`src/rtl/scan_wrap_pkg.sv`:
```
package scan_wrap_pkg;
  // Number of state flip-flops in the wrapped Mealy machine.
  localparam int STATE_W = 2;

  // Strobes from the controller to the datapath.
  typedef struct packed {
    logic shiftEn;    // chain shifts one place
    logic captureEn;  // one normal-mode clock for the test
    logic funcEn;     // ordinary functional update
  } chainCtl_t;

  typedef enum logic [2:0] {
    CtlIdle   = 3'd0,
    CtlLoad   = 3'd1,
    CtlCapt   = 3'd2,
    CtlUnload = 3'd3,
    CtlFin    = 3'd4
  } ctlState_t;
endpackage

```
`src/rtl/mealy_logic.sv`:
```
module mealy_logic
  import scan_wrap_pkg::*;
(
  input  logic               wEff,
  input  logic [STATE_W-1:0] curState,  // [0]=y1, [1]=y2
  output logic [STATE_W-1:0] nxtState,
  output logic               zOut
);
  logic y1, y2;

  always_comb begin
    y1 = curState[0];
    y2 = curState[1];
    nxtState[0] = wEff & (y1 | y2);
    nxtState[1] = wEff & ~y1 & ~y2;
    zOut        = wEff & y1;
  end
endmodule

```
`src/rtl/scan_ctrl.sv`:
```
module scan_ctrl
  import scan_wrap_pkg::*;
#(
  parameter int CHAIN_LEN = 3
) (
  input  logic      clk,
  input  logic      rst,
  input  logic      start,
  input  logic      scanEnable,
  output chainCtl_t ctl,
  output logic      done
);
  localparam int CNT_W = (CHAIN_LEN > 1) ? $clog2(CHAIN_LEN) : 1;
  localparam logic [CNT_W-1:0] LAST_CNT = CNT_W'(CHAIN_LEN - 1);

  ctlState_t        state, stateNext;
  logic [CNT_W-1:0] cnt, cntNext;

  always_comb begin
    stateNext = state;
    cntNext   = cnt;
    unique case (state)
      CtlIdle: begin
        cntNext = '0;
        if (start) stateNext = CtlLoad;
      end
      CtlLoad: begin
        if (cnt == LAST_CNT) begin
          stateNext = CtlCapt;
          cntNext   = '0;
        end else begin
          cntNext = cnt + 1'b1;
        end
      end
      CtlCapt: stateNext = CtlUnload;
      CtlUnload: begin
        if (cnt == LAST_CNT) begin
          stateNext = CtlFin;
          cntNext   = '0;
        end else begin
          cntNext = cnt + 1'b1;
        end
      end
      CtlFin:  stateNext = CtlIdle;
      default: stateNext = CtlIdle;
    endcase
  end

  always_ff @(posedge clk) begin
    if (rst) begin
      state <= CtlIdle;
      cnt   <= '0;
    end else begin
      state <= stateNext;
      cnt   <= cntNext;
    end
  end

  always_comb begin
    ctl.shiftEn   = (state == CtlLoad) || (state == CtlUnload) ||
                    ((state == CtlIdle) && scanEnable);
    ctl.captureEn = (state == CtlCapt);
    ctl.funcEn    = (state == CtlIdle) && !scanEnable;
  end

  assign done = (state == CtlFin);

  // done lasts one cycle and is followed by idle
  p_done_pulse_r7: assert property (@(posedge clk) disable iff (rst)
    done |=> (!done && state == CtlIdle));

  // the capture cycle is a single cycle and is followed by shift-out
  p_single_capture_r5: assert property (@(posedge clk) disable iff (rst)
    ctl.captureEn |=> (!ctl.captureEn && ctl.shiftEn));

  // start from idle enters shift-in with the counter at zero
  p_start_load_r4: assert property (@(posedge clk) disable iff (rst)
    (state == CtlIdle && start) |=> (state == CtlLoad && cnt == '0));

  // start is ignored while a sequence is running
  p_busy_ignore_r8: assert property (@(posedge clk) disable iff (rst)
    (state == CtlLoad && cnt != LAST_CNT) |=> (state == CtlLoad));

  // the shift counter never passes the chain length
  p_cnt_bound_r4: assert property (@(posedge clk) disable iff (rst)
    (state == CtlLoad || state == CtlUnload) |-> (cnt <= LAST_CNT));

  // at most one strobe per cycle
  p_strobe_excl_r3: assert property (@(posedge clk) disable iff (rst)
    $onehot0({ctl.shiftEn, ctl.captureEn, ctl.funcEn}));
endmodule

```
`src/rtl/scan_datapath.sv`:
```
module scan_datapath
  import scan_wrap_pkg::*;
#(
  parameter int SCAN_INPUT = 1
) (
  input  logic      clk,
  input  logic      rst,
  input  chainCtl_t ctl,
  input  logic      scanIn,
  input  logic      wPin,
  output logic      scanOut,
  output logic      z
);
  localparam int LEN = STATE_W + SCAN_INPUT;

  logic [LEN-1:0]     chain, chainNext, shiftVec, loadVec;
  logic [STATE_W-1:0] curState, nxtState;
  logic               wEff;

  assign curState = chain[SCAN_INPUT +: STATE_W];

  // mux-D chain: each element either takes its left neighbour or the functional value
  for (genvar i = 0; i < LEN; i++) begin : g_shift
    if (i == 0) begin : g_head
      assign shiftVec[i] = scanIn;
    end else begin : g_body
      assign shiftVec[i] = chain[i-1];
    end
  end

  if (SCAN_INPUT != 0) begin : g_w_in_chain
    assign wEff    = ctl.captureEn ? chain[0] : wPin;
    assign loadVec = {nxtState, wPin};
  end else begin : g_w_direct
    assign wEff    = wPin;
    assign loadVec = nxtState;
  end

  mealy_logic u_logic (
    .wEff    (wEff),
    .curState(curState),
    .nxtState(nxtState),
    .zOut    (z)
  );

  always_comb begin
    chainNext = chain;
    if (ctl.shiftEn)                       chainNext = shiftVec;
    else if (ctl.captureEn || ctl.funcEn)  chainNext = loadVec;
  end

  always_ff @(posedge clk) begin
    if (rst) chain <= '0;
    else     chain <= chainNext;
  end

  assign scanOut = chain[LEN-1];

  // in shift mode the head takes scanIn and the tail takes its neighbour
  p_head_shift_r3: assert property (@(posedge clk) disable iff (rst)
    ctl.shiftEn |=> (chain[0] == $past(scanIn)));

  p_tail_shift_r3: assert property (@(posedge clk) disable iff (rst)
    ctl.shiftEn |=> (scanOut == $past(chain[LEN-2])));

  // with no strobe the chain holds its contents
  p_hold_r8: assert property (@(posedge clk) disable iff (rst)
    !(ctl.shiftEn || ctl.captureEn || ctl.funcEn) |=> $stable(chain));

  // capture loads the next state that was computed from the chain's w bit
  p_capture_r5: assert property (@(posedge clk) disable iff (rst)
    ctl.captureEn |=> (curState == $past(nxtState)));
endmodule

```
`src/rtl/scan_test_wrapper.sv`:
```
module scan_test_wrapper
  import scan_wrap_pkg::*;
#(
  parameter int SCAN_INPUT = 1
) (
  input  logic clk,
  input  logic rst,
  input  logic start,
  input  logic scanEnable,
  input  logic scanIn,
  input  logic w,
  output logic scanOut,
  output logic z,
  output logic done
);
  localparam int CHAIN_LEN = STATE_W + SCAN_INPUT;

  chainCtl_t ctl;

  scan_ctrl #(.CHAIN_LEN(CHAIN_LEN)) u_ctrl (
    .clk       (clk),
    .rst       (rst),
    .start     (start),
    .scanEnable(scanEnable),
    .ctl       (ctl),
    .done      (done)
  );

  scan_datapath #(.SCAN_INPUT(SCAN_INPUT)) u_dp (
    .clk    (clk),
    .rst    (rst),
    .ctl    (ctl),
    .scanIn (scanIn),
    .wPin   (w),
    .scanOut(scanOut),
    .z      (z)
  );
endmodule

```
`config.mk`:
```
export PLATFORM = sky130hd
export DESIGN_NAME = scan_test_wrapper
export DESIGN_NICKNAME = d
export VERILOG_FILES = /design/src/rtl/scan_wrap_pkg.sv /design/src/rtl/mealy_logic.sv /design/src/rtl/scan_ctrl.sv /design/src/rtl/scan_datapath.sv /design/src/rtl/scan_test_wrapper.sv
export SDC_FILE = /design/constraint.sdc
export NUM_CORES = 1
export LEC_CHECK = 0
export ABC_CLOCK_PERIOD_IN_PS = 1800
export CORE_AREA = 4 4 41 43
export CTS_CLUSTER_SIZE = 25
export DETAILED_ROUTE_END_ITERATION = 12
export DIE_AREA = 0 0 45 47
export DONT_BUFFER_PORTS = 1
export PLACE_DENSITY = 0.38
export SLEW_MARGIN = 20
export SYNTH_ARGS = -nofsm -noshare
export SYNTH_HDL_FRONTEND = slang
export SYNTH_SLANG_ARGS = --single-unit
```
`constraint.sdc`:
```
create_clock -name clk -period 1.8 [get_ports clk]
set_clock_uncertainty 0.1 [all_clocks]
set_input_delay 0.18 -clock clk [delete_from_list [all_inputs] [get_ports clk]]
set_output_delay 0.18 -clock clk [all_outputs]
set_load 0.03 [all_outputs]
```
# Word-level counts from Yosys, hierarchy flattened
# Cells that the tools add are included.
[totals] regBits=8 inputBits=6 out_inout_bits=3 word_cells=39
[classes] n_addsub=1 n_eq_ne=8 muxes=9 n_bitwise=7 n_reduce_logical=11
[ops] cell="$mux W3" count=5
[ops] cell="$pmux W3 S4" count=1
[ops] cell="$eq A3 B2 Y1 const B" count=2
[ops] cell="$and A1 B1 Y1" count=4
[ops] cell="$ne A2 B1 Y1 const B" count=2
[ops] cell="$pmux W2 S2" count=1
[ops] cell="$reduce_bool A2 Y1" count=2
[ops] cell="$eq A3 B1 Y1 const B" count=1
[ops] cell="$eq A3 B3 Y1 const B" count=1
[ops] cell="$logic_not A3 Y1" count=1
[ops] cell="$logic_or A1 B1 Y1" count=3
[ops] cell="$reduce_and A3 Y1" count=1
[ops] cell="$add A2 B1 Y2 const B" count=1
[ops] cell="$eq A2 B2 Y1 const B" count=1
[ops] cell="$logic_and A1 B1 Y1" count=2
[ops] cell="$mux W2" count=1
[ops] cell="$ne A2 B2 Y1 const B" count=1
[ops] cell="$not A1 Y1" count=2
[ops] cell="$reduce_or A2 Y1" count=1
[ops] cell="$logic_not A1 Y1" count=1
[ops] cell="$mux W1" count=1
[ops] cell="$or A1 B1 Y1" count=1

# Logic depth before layout (Yosys ltp)
[depth] word_depth=6 ltp_mapped=4 depth_no_buf=4

# By module
# Synthesis repeated with hierarchy kept, for this count alone.
[unflattened] hier_cells=45 area_unflattened_um2=439.2
[modules_own_cells] mod="scan_ctrl" instances=1 cells_per_inst=27 area_each_um2=247.7 seq_area_each_um2=100.1
[modules_own_cells] mod="scan_datapath" instances=1 cells_per_inst=15 area_each_um2=165.2 seq_area_each_um2=60.1
[modules_own_cells] mod="mealy_logic" instances=1 cells_per_inst=3 area_each_um2=26.3 seq_area_each_um2=0.0

# Worst setup path after synthesis
# No wires, ideal clock.
[synth_path] path_type="flip-flop to output port" from="register u_ctrl.state[2]" to="output done" t_arrival_ns=1.437 t_required_ns=1.520 slack_ns=0.083 path_stages_with_launch=3 n_path_buf=1 cell_sequence="dfxtp_1 -> clkbuf_1 -> nor3b_1"
[synth_via] elab_chain_cells=1
[synth_lines] element="start, declared" line_no="scan_ctrl.sv:16" rtl="ctlState_t state, stateNext;"
[synth_lines] element="start signal, assigned" line_no="scan_ctrl.sv:51" rtl="state <= CtlIdle;"
[synth_lines] element="start signal, assigned" line_no="scan_ctrl.sv:54" rtl="state <= stateNext;"
[synth_lines] element="$eq A3 B3 Y1" line_no="scan_ctrl.sv:66" rtl="assign done = (state == CtlFin);"
[synth_lines] element="end, declared" line_no="scan_test_wrapper.sv:14" rtl="output logic done"
# Every way passes these cells.

# Final worst setup path
[layout_path] from="register u_ctrl.state[1]" to="output z"
[layout_via] elab_chain_cells=3
[layout_lines] element="$eq A3 B2 Y1" line_no="scan_ctrl.sv:62" rtl="ctl.captureEn = (state == CtlCapt);"
[layout_lines] element="$mux W1" line_no="scan_datapath.sv:32" rtl="assign wEff = ctl.captureEn ? chain[0] : wPin;"
[layout_lines] element="$and A1 B1 Y1" line_no="mealy_logic.sv:16" rtl="zOut = wEff & y1;"
[layout_lines] element="end, declared" line_no="scan_test_wrapper.sv:13" rtl="output logic z,"
# Every way passes these cells.

==> results.sh <==
export IMPL_cp_max_fo=7
export IMPL_synth_enable_flop_cells=0
export IMPL_track_usage_pct=9.271
export IMPL_grt_pass1_vias=337
export IMPL_hold_class="input pin to flip-flop"
export IMPL_drtPass1Iterations=2
export IMPL_die_x_um=45
export IMPL_ys_top_cells_by_area="dfxtp_1, a21oi_1, a221oi_2"
export IMPL_grt_max_degree=14
export IMPL_final_hold_viol_count=0
export IMPL_ir_drop_v=0.0003234
export IMPL_worstHoldStart="scanIn"
export IMPL_final_common_cell="dfxtp_1"
export IMPL_fmax_mhz=608.7
export IMPL_drive_above_1_share_pct=23.08
export IMPL_fin_crit_sh_pct=91.27
export IMPL_clockRootBuffer="clkbuf_4"
export IMPL_drt_first_iter_violations=3
export IMPL_hold_ws_ns=0.08916
export IMPL_synth_seq_area_share_pct=41.83
export IMPL_synth_area_per_cell_um2=8.904
export IMPL_regArea_um2=161.4
export IMPL_path_buf_inv=1
export IMPL_p_total_w=0.0003723
export IMPL_relSlewSlack_pct=71.90
export IMPL_insertion_delay_ns=0.25
export IMPL_io_buffers=0
export IMPL_via_count=341
export IMPL_place_gp_congestion=0.7711
export IMPL_synth_top_area_share_pct=41.83
export IMPL_synth_main_ff_cell="dfxtp_1"
export IMPL_drt_wl_total_um=840
export IMPL_clock_path_buffers=2
export IMPL_crit_path_cell_trace="nor3b_2 > mux2i_1 > nor2_1 > buf_4"
export IMPL_grt_pass1_wl_um=1366
export IMPL_fin_setup_tns_ns=0
export IMPL_die_h_um=47
export IMPL_worstPathRequired_ns=1.52
export IMPL_cp_top_family="flip-flops"
export IMPL_path_clk_slew_ns=0.05
export IMPL_cp_data_arrival_time_ns=1.36
export IMPL_p_leak_nw=0.1799
export IMPL_clkSinkCount=8
export IMPL_cts_tree="yes"
export IMPL_dieArea_mm2=0.002115
export IMPL_worst_pin_slew_ns=0.4215
export IMPL_drv_cap=0
export IMPL_power_density_mw_per_mm2=772.9
export IMPL_fillCellCount=147
export IMPL_synth_cell_types=24
export IMPL_ys_ff_latch=8
export IMPL_rsz0062_at_grt="no"
export IMPL_cts_setup_buffers=0
export IMPL_antenna_found_initial=0
export IMPL_preCtsSetupSlack_ns=0.1069
export IMPL_setup_violations=0
export IMPL_final_min_clock_period_ns=1.643
export IMPL_crit_type="flip-flop to output pin"
export IMPL_rows=13
export IMPL_antenna_cells=0
export IMPL_final_max_slew_viol_count=0
export IMPL_critPathMaxStageDelay_ns=0.37
export IMPL_viasPerCell=5.090
export IMPL_pin_count=9
export IMPL_avgRoutedWirePerCell_um=12.54
export IMPL_cp_end_kind="output pin"
export IMPL_ys_warn_count=0
export IMPL_drc_errors=0
export IMPL_antenna_left=0
export IMPL_multi_input_area_um2=203.9
export IMPL_async_flop_share_pct=0
export IMPL_syn_area_um2=382.9
export IMPL_dp_hpwl_um=640.1
export IMPL_syn_num_nets=49
export IMPL_core_area_mm2=0.001301
export IMPL_final_cell_mix="dfxtp_1, a21oi_1, nor2_1, buf_4"
export IMPL_area_growth_pct=25.82
export IMPL_cts_inserted_buffers=3
export IMPL_htree_num_levels=1
export IMPL_setup_ws_ns=0.1571
export IMPL_nNetsFinal=60
export IMPL_timing_rr_start="u_ctrl.state[1]"
export IMPL_crit_start="u_ctrl.state[1]"
export IMPL_status="finished clean"
export IMPL_initial_core_util_pct=29.42
export IMPL_grt_overflow=0
export IMPL_crit_path_top_delay_cell="dfxtp_2"
export IMPL_cp_start_kind="flip-flop"
export IMPL_synth_top_cell_by_area="dfxtp_1"
export IMPL_synthCells=43
kinds of logic after synthesis:
logic type | count (synthesis) | synth area share (%)
muxes | 1 | 2.614
buffers and inverters | 5 | 4.900
AOI/OAI and AO/OA | 13 | 23.53
and+or+nand+nor | 15 | 24.84
DFF | 8 | 41.83
xor gates and xnor gates | 1 | 2.288
cells in the mapped netlist (2+ instances only):
library cell and count:
dfxtp_1 8, a21oi_1 6, o21ai_0 2, nor2_1 4, nor3b_1 2, inv_1 3
report_power, final:
| group | switching [W] | internal (W) | leakage, nW |
|---|---|---|---|
| Combinational | 0.0000216 | 0.0000200 | 0.100 |
| Clock | 0.0000601 | 0.0000762 | 0.0138 |
| Sequential | 0.00000881 | 0.000186 | 0.0661 |
| Total | 0.0000904 | 0.000282 | 0.180 |
path summary, 6_finish.rpt:
kind,end,slack [ns],cells past startpoint
worst max register to register,u_dp.chain[2],0.19,4
worst min-delay path,u_dp.chain[0],0.09,2
worst max-delay path,z,0.16,4
worst min register to register,u_ctrl.cnt[1],0.40,2
layout make-up:
type / instances / share of cell area [%]
Tap cell: 15 / 3.896
Timing Repair Buffer: 7 / 12.47
Clock buffer: 3 / 4.675
Inverter: 4 / 3.117
Sequential cell: 8 / 33.51
Multi-Input combinational cell: 30 / 42.34
sequential cells by signal, summed over array words and instances, names as in the netlist:
signal and cells:
u_dp.chain 3, u_ctrl.state 3, u_ctrl.cnt 2
metal layers:
layer	GRT usage, %	routed length, um	up-vias
met5	0	0	-
met4	7.018	4	0
met3	3.448	54	2
met2	14.69	415	6
met1	10.09	366	158
li1	-	-	175
metrics by stage:
step,std cells,instance area [um^2],utilization [%]
3_3_place_gp,61,427.9,32.88
6_report,67,481.7,37.02
5_1_grt,67,481.7,37.02
4_1_cts,67,480.5,36.92
2_1_floorplan,43,382.9,-
3_5_place_dp,61,427.9,32.88
what timing repair did:
| action | in CTS | in global routing |
|---|---|---|
| hold buffers | 3 | 0 |
| setup endpoints to repair | 0 | 1 |
| endpoints found under the hold margin | 7 | 0 |
| gates resized for setup | 0 | 1 |
Power figures use the tool's default switching activity.
